### config.mk
export PLATFORM = sky130hd
export DESIGN_NAME = tdm_slave_port
export DESIGN_NICKNAME = d
export VERILOG_FILES = /design/src/rtl/tdm_slave_port.sv
export SDC_FILE = /design/constraint.sdc
export NUM_CORES = 1
export LEC_CHECK = 0
export CELL_PAD_IN_SITES_DETAIL_PLACEMENT = 1
export CELL_PAD_IN_SITES_GLOBAL_PLACEMENT = 1
export CORE_MARGIN = 3
export CORE_UTILIZATION = 46
export CTS_BUF_LIST = sky130_fd_sc_hd__clkbuf_16
export DETAILED_ROUTE_END_ITERATION = 8
export HOLD_SLACK_MARGIN = 0.06
export PLACE_DENSITY_LB_ADDON = 0.08
export SLEW_MARGIN = 20
export SYNTH_ARGS = -nofsm -noshare
export SYNTH_HDL_FRONTEND = slang
export SYNTH_SLANG_ARGS = --single-unit
### constraint.sdc
create_clock -name sck -period 6.2 [get_ports sck]
set_clock_uncertainty 0.15 [all_clocks]
set_input_delay 0.62 -clock sck [delete_from_list [all_inputs] [get_ports sck]]
set_output_delay 0.62 -clock sck [all_outputs]
set_load 0.05 [all_outputs]
### src/rtl/tdm_slave_port.sv
`timescale 1ns/1ps
module tdm_slave_port #(
  parameter int SLOT_W = 32,
  parameter int SLOTS  = 8,
  parameter int RX_CH  = 4,
  parameter int TX_CH  = 4,
  parameter int DATA_W = 24
) (
  input  logic                    sck,
  input  logic                    rst_n,
  input  logic                    fsync,
  input  logic                    sdin,
  output logic                    sdout,
  input  logic                    long_frame,
  input  logic                    dbl_speed,
  output logic                    cfg_reject,
  input  logic [TX_CH*DATA_W-1:0] tx_words,
  output logic [RX_CH*DATA_W-1:0] rx_words,
  output logic                    rx_valid,
  output logic                    frame_err
);
  localparam int BASE_LEN = SLOTS * SLOT_W;
  localparam int MAX_LEN  = 2 * BASE_LEN;
  localparam int CW       = $clog2(MAX_LEN) + 1;
  localparam int SW       = $clog2(SLOT_W);
  localparam int RX_BITS  = RX_CH * SLOT_W;
  localparam int TX_BITS  = TX_CH * SLOT_W;

  logic                    fs_q, synced, tx_bit;
  logic [CW-1:0]           bcnt;
  logic [RX_BITS-1:0]      rx_sh;
  logic [TX_CH*DATA_W-1:0] tx_lat;

  wire               fs_rise   = fsync & ~fs_q;
  wire  [CW-1:0]     frame_len = (long_frame & ~dbl_speed) ? CW'(MAX_LEN) : CW'(BASE_LEN);
  wire  [RX_BITS-1:0] rx_full  = {rx_sh[RX_BITS-2:0], sdin};
  wire               capture   = synced & ~fs_rise & (bcnt < CW'(RX_BITS));
  wire               last_rx   = capture & (bcnt == CW'(RX_BITS-1));
  wire  [CW-SW-1:0]  tslot     = bcnt[CW-1:SW];
  wire  [SW-1:0]     tpos      = bcnt[SW-1:0];

  assign cfg_reject = long_frame & dbl_speed;

  always_ff @(posedge sck or negedge rst_n) begin
    if (!rst_n) begin
      fs_q      <= 1'b0;
      synced    <= 1'b0;
      bcnt      <= '0;
      rx_sh     <= '0;
      tx_lat    <= '0;
      rx_words  <= '0;
      rx_valid  <= 1'b0;
      frame_err <= 1'b0;
    end else begin
      fs_q     <= fsync;
      rx_valid <= last_rx;
      if (fs_rise) begin
        synced <= 1'b1;
        bcnt   <= '0;
        tx_lat <= tx_words;
        if (synced && bcnt != frame_len - CW'(1)) frame_err <= 1'b1;
      end else if (synced && bcnt != '1) begin
        bcnt <= bcnt + CW'(1);
      end
      if (capture) rx_sh <= rx_full;
      if (last_rx)
        for (int c = 0; c < RX_CH; c++)
          rx_words[c*DATA_W +: DATA_W] <= rx_full[RX_BITS-1-c*SLOT_W -: DATA_W];
    end
  end

  always_comb begin
    tx_bit = 1'b0;
    if (synced && bcnt < CW'(TX_BITS) && tpos < SW'(DATA_W))
      tx_bit = tx_lat[int'(tslot)*DATA_W + DATA_W - 1 - int'(tpos)];
  end

  always_ff @(negedge sck or negedge rst_n) begin
    if (!rst_n) sdout <= 1'b0;
    else        sdout <= tx_bit;
  end
endmodule


# After elaboration in Yosys (flattened, before gate mapping)
# Index checks and enable logic that the tools add are counted.
# op_classes
addsub	5
mul	1
magnitude_cmp	3
n_eq_ne	3
n_mux	7
bitwise_logic	9
reduce_logical	6
# ops
operator	n
$mux 10	3
$lt 13x9->1 const B	1
$sub 12x6->13	1
$sub 11x1->12 const B	1
$add 10x5->11 const B	1
$add 10x1->10 const B	1
$eq 10x7->1 const B	1
$lt 10x8->1 const B	1
$ne 10x10->1	1
$ne 10x10->1 const B	1
$sub 10x1->10 const B	1
$bmux 1 s7	1
$mul 5x2->7 const B	1
$and 1x1->1	6
$lt 5x5->1 const B	1
$logic_and 1x1->1	4
$mux 1	3
$not 1->1	3
$reduce_and 2->1	1
$reduce_bool 2->1	1
# totals
reg_bits	334
input_bits	102
out_inout_bits	100
word_cells	43

# Longest topological paths before layout
# logic_depth
depth_word	8
depth_mapped	9
ltp_nobuf	8

==> flow_summary.yaml <==
outcome:
  status: "finished, final reports clean"
sta:
  fin_ws_ns: 0.4929
  hold_ws_ns: 0.3127
  final_max_slew_viol_count: 0
  tightest_slew_ns: 1.071
  hold_violations: 0
  slew-limit-headroom: 0.2861
  finalSetupViolCount: 0
  rsz0062_at_grt: "false"
  finalSetupTns_ns: 0
synthesis:
  syn_inst: 1293
  synth.area.top_cells: "dfrtp_1 62%, nand2_1 19%, mux2_2 8.2%"
  yosysTopAreaCell: "dfrtp_1"
  synth-seq-area-share: 0.6190
  syn-num-nets: 1402
  ys_seq_elements: 334
  synth_edf_count: 0
  async_reset_ff_frac: 1.000
  synth_cell_types: 40
  ys.flop_type: "dfrtp_1"
  ys_warn_count: 0
  synth_commonest_cells: "680 x nand2_1, 333 x dfrtp_1, 98 x mux2_2"
  yosysMostFrequentCell: "nand2_1"
  post-synth-top-area-fraction: 0.6171
  synth_area_um2: 13500
  avgSynthCellArea_um2: 10.44
final_layout:
  drive_gt1_frac: 0.1321
  fin_nets: 1592
  multi_input_area_um2: 4885
  insertedDiodeCount: 0
  fill_cells: 3090
  seqCellArea_um2: 8358
  syn_to_final_growth_pct: 26.72
worst_setup_path:
  timing.rr.start: "bcnt[6]"
  crit_slowest_cell: "dfrtp_1"
  path_class: "flop to flop"
  reg2regPathDepth: 8
  cpPeakStageDelay_ns: 0.45
  cp_top_family: "XOR/XNOR gates"
  required_ns: 3.31
  cp_num_cells: 8
  reg2reg_to: "sdout"
  critPathLaunchType: "flop"
  crit_path_cell_trace: "ha_1, xnor2_1, xnor2_1, buf_4, mux4_2, nand2_1, o21ai_0, a22o_1"
  crit_path_end_kind: "flop"
  worstPathArrival_ns: 2.82
  rrSetupSlack_ns: 0.49
  path_buf_inv: 1
  cp-startpoint: "bcnt[6]"
  cp_max_fo: 5
  worst_path_most_repeated_cell: "xnor2_1"
min_path:
  holdPathEnd: "rx_words[83]"
  min-delay-start: "rx_words[83]"
  whs_path_depth: 2
  hold_class: "flop to flop"
floorplan:
  dieArea_um2: 31450
  io_pins: 202
  die_w_um: 177.3
  core.rowCount: 62
  fp.dieH_um: 177.3
  coreArea_um2: 28780
  start_util: 0.4692
clock_network:
  numClockSinks: 334
  clkLatencyLatePin_ns: 0.51
  cts_buffers: 37
  clock-root-buffer: "clkbuf_16"
  cts_tree: "done"
  clk_pin_slew_ns: 0.06
  clock_path_buffers: 3
  htreeDepth: 2
  cts_setup_buffers: 0
power_and_ir_drop:
  cellLeakagePower_nw: 8.518
  cellPowerDensity_nw_per_um2: 311.2
  peakVddDrop_v: 0.0001962
  power_mw: 5.325
global_routing:
  grt_pass1_vias: 10530
  grt_pass1_wl_um: 54620
  antenna_found_initial: 0
  grt_max_degree: 84
  grt_use_total: 0.2146
  gr-total-overflow: 0
place:
  io_buffers: 201
  gp_congestion: 0.7610
  dpl.hpwl_um: 20910
  dpl_worst_slack_ns: 0.4830
detailed_routing:
  vias: 9552
  remaining_drc_errors: 0
  dr.pass1.iters: 4
  wirelength_um: 32850
  antenna_left: 0
  vias_per_cell: 5.054
  drt_iter0_markers: 574
  avgRoutedWirePerCell_um: 17.38
run:
  drv_cap: 0
==> where the power goes <==
part	switching, mW	internal [mW]
Sequential	0.119	2.34
Combinational	0.326	0.383
Clock	0.859	1.30
==> state kept, by name (all words and copies together) (netlist names) <==
| register | flops |
|---|---|
| rx_words | 96 |
| rx_sh | 127 |
| frame_err | 1 |
| fs_q | 1 |
| tx_lat | 96 |
| bcnt | 10 |
| rx_valid | 1 |
| synced | 1 |
| sdout | 1 |
==> routing by layer <==
layer / track usage / vias up / wire [um]
met5: 0 / - / 0
met4: 0.04810 / 0 / 529
met2: 0.3630 / 163 / 16150
li1: - / 4488 / -
met1: 0.2912 / 4866 / 14740
met3: 0.03979 / 35 / 1437
==> worst reg2reg max path: stages (launching register included) <==
cell and delay, ns:
dfrtp_1 0.45, ha_1 0.35, xnor2_1 0.15, xnor2_1 0.38
buf_4 0.24, mux4_2 0.31, nand2_1 0.08, o21ai_0 0.10
a22o_1 0.25
==> how the worst max path moves through the flow <==
stage	to
finish	sdout
global placement	sdout
CTS	sdout
global route	sdout
floorplan	sdout
detailed placement	sdout
==> cell type report <==
cell class,count,area share
clock buffer,39,0.05703
clock inverter,23,0.01228
sequential,334,0.4884
multi-input combinational,886,0.2855
tap,384,0.02808
inverter,5,0.001097
timing repair buffer,219,0.1276
==> cells by family (layout without fill, tap and decap cells) <==
family,Yosys count,in the layout,share of synthesized area
xor gates and xnor gates,12,12,0.007783
buffers and inverters,73,286,0.02224
muxes,131,131,0.1303
DFF,334,334,0.6190
and+or+nand+nor,717,717,0.2036
adders and majority gates,7,7,0.007042
AOI/OAI and AO/OA,19,19,0.01010
==> cells in the final DEF, fill, tap and decap left out, drive strengths merged, types with 2 or more instances in the layout <==
master,netlist,final
nand3,7,7
mux2,98,98
clkdlybuf4s50,0,200
inv,5,15
clkinv,0,8
mux4,26,26
nor2,13,13
o21ai,4,4
clkbuf,43,39
a21oi,6,6
nor2b,3,3
nor4b,2,2
dfrtp,333,333
nand2,680,680
or2,2,2
bufinv,0,4
xnor2,10,10
xor2,2,2
or3,2,2
mux2i,7,7
nand2b,3,3
ha,6,6
buf,25,18
==> what timing repair did <==
| item | in CTS | in global routing |
|---|---|---|
| resized for setup | 0 | 0 |
| hold endpoints to repair | 68 | 0 |
| endpoints found under the setup margin | 0 | 0 |
| hold buffers | 1 | 0 |
==> metrics by stage <==
stage,cells,utilization,instance area [um2]
after CTS,1890,0.5944,17110
after global routing,1890,0.5946,17110
after global placement,1826,0.5522,15890
after detailed placement,1827,0.5529,15910
after floorplan,1293,-,13500
final,1890,0.5946,17110
No activity file was read; power rests on OpenSTA's default activity.
